[config.mk]
export PLATFORM = sky130hd
export DESIGN_NAME = ecc_rmw_unit
export DESIGN_NICKNAME = d
export VERILOG_FILES = /design/src/rtl/ecc_pkg.sv /design/src/rtl/ecc_encoder.sv /design/src/rtl/ecc_corrector.sv /design/src/rtl/lane_merge.sv /design/src/rtl/ecc_rmw_unit.sv
export SDC_FILE = /design/constraint.sdc
export NUM_CORES = 1
export LEC_CHECK = 0
export BUFFER_PORTS_ARGS = -buffer_cell sky130_fd_sc_hd__buf_2
export CORE_ASPECT_RATIO = 2
export CORE_MARGIN = 2
export CORE_UTILIZATION = 40
export DETAILED_ROUTE_END_ITERATION = 8
export HOLD_SLACK_MARGIN = 0.15
export PLACE_DENSITY = 0.72
export SYNTH_ARGS = -nofsm -noshare
export SYNTH_HDL_FRONTEND = slang
export SYNTH_SLANG_ARGS = --single-unit
[constraint.sdc]
create_clock -name clk -period 0.8 [get_ports clk]
set_input_delay 0 -clock clk [delete_from_list [all_inputs] [get_ports clk]]
set_output_delay 0 -clock clk [all_outputs]
set_load 0.02 [all_outputs]
[src/rtl/ecc_pkg.sv]
package ecc_pkg;
  localparam int LANES  = 4;
  localparam int BYTE_W = 8;
  localparam int DATA_W = LANES * BYTE_W;
  localparam int CHK_W  = 6;
  localparam int CW_W   = DATA_W + CHK_W;

  typedef enum logic [1:0] {ST_IDLE, ST_READ, ST_FIX, ST_WRITE} rmw_state_e;

  // Spread data bits over the non-power-of-two positions.
  function automatic logic [CW_W-1:0] ecc_place(input logic [DATA_W-1:0] d);
    logic [CW_W-1:0] cw;
    int j;
    cw = '0;
    j  = 0;
    for (int p = 1; p <= CW_W; p++) begin
      if ((p & (p - 1)) != 0) begin
        cw[p-1] = d[j];
        j++;
      end
    end
    return cw;
  endfunction

  function automatic logic [DATA_W-1:0] ecc_extract(input logic [CW_W-1:0] cw);
    logic [DATA_W-1:0] d;
    int j;
    d = '0;
    j = 0;
    for (int p = 1; p <= CW_W; p++) begin
      if ((p & (p - 1)) != 0) begin
        d[j] = cw[p-1];
        j++;
      end
    end
    return d;
  endfunction

  function automatic logic [CHK_W-1:0] ecc_syndrome(input logic [CW_W-1:0] cw);
    logic [CHK_W-1:0] s;
    s = '0;
    for (int p = 1; p <= CW_W; p++) begin
      if (cw[p-1]) s = s ^ CHK_W'(p);
    end
    return s;
  endfunction

  function automatic logic [CW_W-1:0] ecc_encode(input logic [DATA_W-1:0] d);
    logic [CW_W-1:0]  cw;
    logic [CHK_W-1:0] s;
    cw = ecc_place(d);
    s  = ecc_syndrome(cw);
    for (int k = 0; k < CHK_W; k++) cw[(1 << k) - 1] = s[k];
    return cw;
  endfunction
endpackage

[src/rtl/ecc_encoder.sv]
module ecc_encoder
  import ecc_pkg::*;
(
  input  logic [DATA_W-1:0] data_i,
  output logic [CW_W-1:0]   cw_o
);
  assign cw_o = ecc_encode(data_i);
endmodule

[src/rtl/ecc_corrector.sv]
module ecc_corrector
  import ecc_pkg::*;
(
  input  logic [CW_W-1:0]   cw_i,
  output logic [DATA_W-1:0] data_o
);
  logic [CHK_W-1:0] syn;
  logic [CW_W-1:0]  fixed_cw;

  always_comb begin
    syn      = ecc_syndrome(cw_i);
    fixed_cw = cw_i;
    if (syn != '0 && int'(syn) <= CW_W) fixed_cw[int'(syn) - 1] = ~cw_i[int'(syn) - 1];
    data_o   = ecc_extract(fixed_cw);
  end
endmodule

[src/rtl/lane_merge.sv]
module lane_merge
  import ecc_pkg::*;
(
  input  logic [LANES-1:0]  mask_i,
  input  logic [DATA_W-1:0] new_i,
  input  logic [DATA_W-1:0] old_i,
  output logic [DATA_W-1:0] merged_o
);
  for (genvar l = 0; l < LANES; l++) begin : g_lane
    assign merged_o[l*BYTE_W +: BYTE_W] = mask_i[l] ? new_i[l*BYTE_W +: BYTE_W]
                                                    : old_i[l*BYTE_W +: BYTE_W];
  end
endmodule

[src/rtl/ecc_rmw_unit.sv]
module ecc_rmw_unit
  import ecc_pkg::*;
#(
  parameter int ADDR_W = 14
) (
  input  logic                        clk,
  input  logic                        rst_n,
  input  logic                        req_valid,
  output logic                        req_ready,
  input  logic                        req_write,
  input  logic [ADDR_W-1:0]           req_addr,
  input  logic [LANES-1:0]            req_mask,
  input  logic [DATA_W-1:0]           req_wdata,
  output logic                        rsp_valid,
  output logic [BYTE_W-1:0]           rsp_data,
  output logic                        arr_en,
  output logic                        arr_we,
  output logic [ADDR_W-$clog2(LANES)-1:0] arr_addr,
  output logic [CW_W-1:0]             arr_wdata,
  input  logic [CW_W-1:0]             arr_rdata
);
  localparam int LANE_W  = $clog2(LANES);
  localparam int WADDR_W = ADDR_W - LANE_W;

  // reset: asserted asynchronously, released on the clock
  logic [1:0] rst_sync_q;
  logic       rst_int_n;
  always_ff @(posedge clk or negedge rst_n) begin
    if (!rst_n) rst_sync_q <= 2'b00;
    else        rst_sync_q <= {rst_sync_q[0], 1'b1};
  end
  assign rst_int_n = rst_sync_q[1];

  rmw_state_e          state_q, state_d;
  logic [WADDR_W-1:0]  waddr_q;
  logic [LANE_W-1:0]   lane_q;
  logic                write_q;
  logic [LANES-1:0]    mask_q;
  logic [DATA_W-1:0]   wdata_q;
  logic [CW_W-1:0]     cw_q;
  logic                rsp_valid_q;
  logic [BYTE_W-1:0]   rsp_data_q;

  logic                accept, full_mask;
  logic                cap_en, cw_en, rsp_en;
  logic [DATA_W-1:0]   fixed_data, merged_data, enc_in;
  logic [CW_W-1:0]     enc_cw;

  ecc_corrector u_corr (.cw_i(arr_rdata), .data_o(fixed_data));
  lane_merge    u_merge (.mask_i(mask_q), .new_i(wdata_q), .old_i(fixed_data), .merged_o(merged_data));
  ecc_encoder   u_enc (.data_i(enc_in), .cw_o(enc_cw));

  assign accept    = req_valid && (state_q == ST_IDLE);
  assign full_mask = &req_mask;
  assign enc_in    = (state_q == ST_FIX) ? merged_data : req_wdata;

  always_comb begin
    state_d = state_q;
    unique case (state_q)
      ST_IDLE:  if (accept) state_d = (req_write && full_mask) ? ST_WRITE : ST_READ;
      ST_READ:  state_d = ST_FIX;
      ST_FIX:   state_d = write_q ? ST_WRITE : ST_IDLE;
      ST_WRITE: state_d = ST_IDLE;
      default:  state_d = ST_IDLE;
    endcase
  end

  assign cap_en = accept;
  assign cw_en  = (accept && req_write && full_mask) || ((state_q == ST_FIX) && write_q);
  assign rsp_en = (state_q == ST_FIX) && !write_q;

  always_ff @(posedge clk or negedge rst_int_n) begin
    if (!rst_int_n) begin
      state_q     <= ST_IDLE;
      rsp_valid_q <= 1'b0;
    end else begin
      state_q     <= state_d;
      rsp_valid_q <= rsp_en;
    end
  end

  always_ff @(posedge clk) begin
    if (cap_en) begin
      waddr_q <= req_addr[ADDR_W-1:LANE_W];
      lane_q  <= req_addr[LANE_W-1:0];
      write_q <= req_write;
      mask_q  <= req_mask;
      wdata_q <= req_wdata;
    end
    if (cw_en)  cw_q       <= enc_cw;
    if (rsp_en) rsp_data_q <= fixed_data[BYTE_W*lane_q +: BYTE_W];
  end

  assign req_ready = (state_q == ST_IDLE);
  assign rsp_valid = rsp_valid_q;
  assign rsp_data  = rsp_data_q;
  assign arr_en    = (state_q == ST_READ) || (state_q == ST_WRITE);
  assign arr_we    = (state_q == ST_WRITE);
  assign arr_addr  = waddr_q;
  assign arr_wdata = cw_q;
endmodule

; Word level (Yosys, flattened, before mapping)
; Index checks and enable logic that the tools add are counted.
[word_totals]
output_inout_bits = 62
regBits = 102
inputBits = 92
[classes]
n_lt_le_gt_ge = 3
eq_ne = 4
addsub = 1
muxes = 86
n_shift = 1
bitwise_logic = 69
n_reduce_logical = 14
[ops]
columns = op, count
row1 = $mux 5, 31
row2 = $mux 6, 13
row3 = $not 3->3, 26
row4 = $mux 4, 15
row5 = $not 2->2, 25
row6 = $not 4->4, 10
row7 = $bwmux 38, 1
row8 = $mux 38, 1
row9 = $ge 32x1->1 const B, 1
row10 = $lt 32x8->1 const B, 1
row11 = $mux 32, 1
row12 = $mux 8, 4
row13 = $shiftx 32x6->8, 1
row14 = $mux 3, 7
row15 = $mux 2, 6
row16 = $not 5->5, 2
row17 = $logic_and 1x1->1, 8
row18 = $pmux 2 s4, 1
row19 = $sub 6x1->7 const B, 1
row20 = $bmux 1 s6, 1
row21 = $demux 1 s6, 1
row22 = $le 6x6->1 const B, 1
row23 = $reduce_bool 6->1, 1
row24 = $not 1->1 const A, 5
row25 = other kinds (9), 14

; Depth between registers and ports, before layout
[depth]
word_depth = 142
ltp_mapped = 21

; Cells and area by module
; Synthesis repeated with hierarchy kept, for this count alone.
[unflattened]
hier_cells = 502
hier_area_um2 = 7033.0
[modules_own_cells]
columns = module, cells_each, seq_area_each_um2, area_per_inst_um2, instances
row1 = ecc_rmw_unit, 165, 3037.9, 3857.4, 1
row2 = ecc_corrector, 215, 0.0, 1866.8, 1
row3 = ecc_encoder, 86, 0.0, 783.3, 1
row4 = lane_merge, 36, 0.0, 525.5, 1

; Worst setup path before layout
; Ideal clock, no wire load.
[synth_path]
kind = input port to flip-flop
start = input arr_rdata[2]
end = register cw_q[1], in the netlist arr_wdata[1] (data pin)
cell_stages = 21
arrival_ps = 4906
setup_slack_ps = -4364
path_cell_list = xnor2_1 -> xnor3_1 -> xnor3_1 -> xnor2_2 -> inv_2 -> buf_2 -> ha_1 -> xnor3_1 -> xor2_1 -> buf_2 -> o32ai_1 -> a222oi_1 -> a31oi_1 -> a22oi_2 -> buf_2 -> a311oi_1 -> o22a_1 -> xor2_1 -> xnor2_1 -> xnor3_1 -> xnor2_1
[synth_via]
elab_chain_len = 111
word_cells_on_any_way = 131
[synth_lines]
columns = element, line_no
row1 = "start, declared", ecc_rmw_unit.sv:20  ; input logic [CW_W-1:0] arr_rdata
row2 = $mux 2, ecc_pkg.sv:43  ; if (cw[p-1]) s = s ^ CHK_W'(p);
row3 = $mux 3, ecc_pkg.sv:43
row4 = $not 2->2 (no line) or $mux 3 (tied branches), n/a
row5 = $mux 3 or $not 2->2 (tied branches), n/a
row6 = $mux 3, ecc_pkg.sv:43
row7 = $not 3->3 (no line), n/a
row8 = $mux 3, ecc_pkg.sv:43
row9 = $mux 4, ecc_pkg.sv:43
row10 = (+54 left out), n/a
row11 = via enc_cw[2], ecc_rmw_unit.sv:47  ; logic [CW_W-1:0] enc_cw;
row12 = (+40 left out), n/a
row13 = $mux 6 *, ecc_pkg.sv:43
row14 = $not 2->2 (no line), n/a
row15 = $mux 6 *, ecc_pkg.sv:43
row16 = $not 3->3 (no line), n/a
row17 = $mux 6 * (3 in a row), ecc_pkg.sv:43
row18 = $not 3->3 (no line), n/a
row19 = $mux 6 *, ecc_pkg.sv:43
row20 = via enc_cw[1], ecc_rmw_unit.sv:47
row21 = "end signal, assigned", ecc_rmw_unit.sv:90  ; if (cw_en) cw_q <= enc_cw;
row22 = "end, declared", ecc_rmw_unit.sv:40  ; logic [CW_W-1:0] cw_q;
; The timed path passes the listed nets; every way through them passes the cells marked *. The select of a mux whose other input is x is not followed.
; A chain may end at the register's enable or synchronous reset.

; Worst setup path after layout
[layout_path]
start = input arr_rdata[2]
end = register cw_q[1], in the netlist arr_wdata[1] (data pin)
[layout_via]
word_cells_on_any_way = 131
[layout_rtl]
columns = element, line_no
row1 = $mux 2, ecc_pkg.sv:43
row2 = $mux 3, ecc_pkg.sv:43
row3 = $not 2->2 (no line) or $mux 3 (tied branches), n/a
row4 = $mux 3 or $not 2->2 (tied branches), n/a
row5 = $mux 3, ecc_pkg.sv:43
row6 = $not 3->3 (no line), n/a
row7 = $mux 3, ecc_pkg.sv:43
row8 = $mux 4, ecc_pkg.sv:43
row9 = (+54 left out), n/a
row10 = via enc_cw[29], ecc_rmw_unit.sv:47
row11 = (+3 left out), n/a
row12 = $mux 6 *, ecc_pkg.sv:43
row13 = $not 2->2 (no line), n/a
row14 = $mux 6 *, ecc_pkg.sv:43
row15 = $not 3->3 (no line), n/a
row16 = $mux 6 * (3 in a row), ecc_pkg.sv:43
row17 = $not 3->3 (no line), n/a
row18 = $mux 6 *, ecc_pkg.sv:43
row19 = via enc_cw[1], ecc_rmw_unit.sv:47
; Marks and branches as above.

==> flow_summary.yaml <==
synthesis:
  synth_edf_count: 97
  yosys.area.top_type_share: 0.4223
  postSynthAreaPerCell_um2: 11.44
  syn-cell-area_mm2: 0.006898
  ys_seq_area_frac: 0.4404
  post-synth-top-area-cell: "edfxtp_1"
  synthFlopType: "edfxtp_1"
  ys_types: 82
  synth_area_leaders: "edfxtp_1 (42%), xnor3_1 (7.5%), xnor2_1 (6.9%)"
  ys_ff_latch: 102
  syn_inst: 603
  syn-num-nets: 699
  ys_warn_count: 0
  async_flop_share: 0.04902
cells_and_area:
  final_cell_mix: "buf_4 (229), buf_2 (145), edfxtp_1 (97)"
  fin_area_mm2: 0.01222
  regArea_mm2: 0.003040
  nNetsFinal: 1181
  diodes: 0
  area_growth_pct: 77.11
  final_common_cell: "buf_4"
  drive_gt1_frac: 0.5688
  fill_cells: 1161
  multi_input_area_mm2: 0.004641
pwr:
  power_density_mw_per_mm2: 5548
  p_leak_uw: 0.005305
  ir_drop_uv: 3524
  power.total_uw: 67780
global_route:
  grt_max_degree: 21
  grt_pass1_vias: 7597
  grt_pass1_wl_um: 43670
  grt_use_total: 0.3090
  grt-ovfl-total: 0
  antenna_found_initial: 0
clocking:
  root_buffer: "clkbuf_16"
  cts_tree: "yes"
  cts_hold_buf: 53
  cts_buffers: 9
  clock-sinks: 102
  clk_latency_ns: 0.35
  h-tree-depth: 3
  clockBufferDepth: 2
  clk_pin_slew_ns: 0.07
timing:
  rsz0062_at_grt: "true"
  slew_violations: 0
  final.min_clock_period_ns: 4.665
  holdWs_ns: -0.05801
  fmax_ghz: 0.2143
  maxSlewHeadroom: 0.5988
  setup_ws_ns: -3.865
  finalCritPeriodShare: 5.832
  hold_violations: 1
  fin_skew_ns: 0.008477
  setup-violations-final: 208
  tightest_slew_ns: 0.5964
  setup-tns-final_ns: -214.93
die:
  ios: 154
  dieHeight_um: 189.7
  core_area_mm2: 0.01710
  initial_core_util: 0.4034
  rows: 68
  die_x_um: 96.86
  die_area_mm2: 0.01837
place:
  dp_slack_ns: -4.382
  place_hpwl_um: 21050
  port-buffer-count: 153
  gp_congestion: 1.005
  placed_cell_area_mm2: 0.01003
setup_path:
  cp-start-kind: "input port"
  crit_path_end_kind: "flip-flop"
  worst-setup-path-type: "in2reg"
  worstPathArrival_ns: 4.76
  crit_fanout: 6
  required_ns: 0.90
route:
  ant_nets: 0
  vias: 7275
  firstDrtPassIters: 5
  vias_per_cell: 5.596
  drc_errors: 0
  wl_um: 29000
  drtIter0Drc: 674
  wl_per_cell_um: 22.31
hold_path:
  hold_class: "in2reg"
run_status:
  status: "finished with violations"
  violations: "negative hold slack, negative setup slack"
flow_run:
  max-cap-violations: 0
[routing by layer]
metal  vias to the layer above  track usage  routed length [um]
li1                       3236            -                   -
met1                      3511       0.3770               10740
met2                       430       0.5385               14650
met3                        98      0.04372                2057
met4                         0       0.1425                1561
met5                         -            0                   0
[Yosys cell counts, types with 8 or more instances]
| master | instances |
|---|---|
| inv_1 | 21 |
| clkbuf_1 | 20 |
| nand3_1 | 11 |
| and3_1 | 10 |
| xnor2_1 | 54 |
| a31oi_1 | 20 |
| edfxtp_1 | 97 |
| nand2_1 | 53 |
| xor2_1 | 22 |
| buf_2 | 8 |
| mux2i_1 | 17 |
| nor3_1 | 14 |
| nor2_1 | 35 |
| a21oi_1 | 31 |
| o21ai_0 | 25 |
| xnor3_1 | 23 |
[registers in the layout, indices dropped and copies added, names as in the netlist]
signal / flops
arr_addr: 12
lane_q: 2
arr_wdata: 38
state_q: 2
rsp_valid: 1
rsp_data: 8
wdata_q: 32
rst_sync_q: 2
write_q: 1
mask_q: 4
[power by group]
group | switching, uW | internal, uW
Clock | 1880 | 2420
Combinational | 26500 | 28300
Sequential | 537 | 8190
[critical path: stages]
cell and delay, ns:
buf_6 0.10, buf_6 0.11, xnor3_1 0.34, xnor3_1 0.22, xor3_2 0.48, ha_4 0.19, xnor3_2 0.32, xnor2_4 0.20
or3_1 0.33, a32o_2 0.29, a41oi_4 0.28, a22oi_2 0.12, buf_6 0.16, buf_8 0.13, a211o_1 0.30, a21oi_2 0.24
xor2_2 0.24, xnor2_1 0.17, xnor3_1 0.38, xnor2_1 0.15
[what timing repair did]
| item | in CTS | in global routing |
|---|---|---|
| endpoints found under the hold margin | 70 | 5 |
| setup endpoints to repair | 208 | 208 |
| gates cloned | 1 | 0 |
| pin swaps | 48 | 19 |
| gates resized for setup | 159 | 52 |
| setup buffers | 46 | 23 |
[cells by family (layout without fill, tap and decap cells)]
group / Yosys count / in the layout / share of synthesized area
other cells: 1 / 1 / 0.0005436
fa+ha+maj: 4 / 4 / 0.007256
simple gates: 157 / 157 / 0.1146
mux: 29 / 29 / 0.05242
buf+inv: 53 / 540 / 0.03029
flops: 102 / 102 / 0.4404
xor+xnor: 109 / 109 / 0.1979
compound gates: 148 / 148 / 0.1565
[stage by stage]
stage / cells / utilization
final: 1300 / 0.7144
after global routing: 1300 / 0.7144
after CTS: 1287 / 0.6975
after detailed placement: 1180 / 0.5864
after global placement: 1180 / 0.5864
after floorplan: 603 / -
[cell type report]
type,instances,area share
multi-input cells,448,0.3799
clock inverters,4,0.003892
well taps,210,0.02151
inverters,24,0.007681
flip-flops and latches,102,0.2489
clock buffers,12,0.01936
repair buffers,500,0.3188
[worst paths after layout]
check | from | to | slack [ns] | depth (start not counted)
min | req_valid | state_q[0] | -0.06 | 3
max reg2reg | mask_q[0] | arr_wdata[3] | -1.94 | 6
min in group asynchronous | rst_sync_q[1] | state_q[0] | 0.06 | 0
max | arr_rdata[2] | arr_wdata[1] | -3.87 | 20
max in group asynchronous | rst_n | rst_sync_q[1] | 0.11 | 3
min reg2reg | rst_sync_q[1] | state_q[0] | 0.06 | 0
Note: power is estimated with default switching activity, not from simulation.
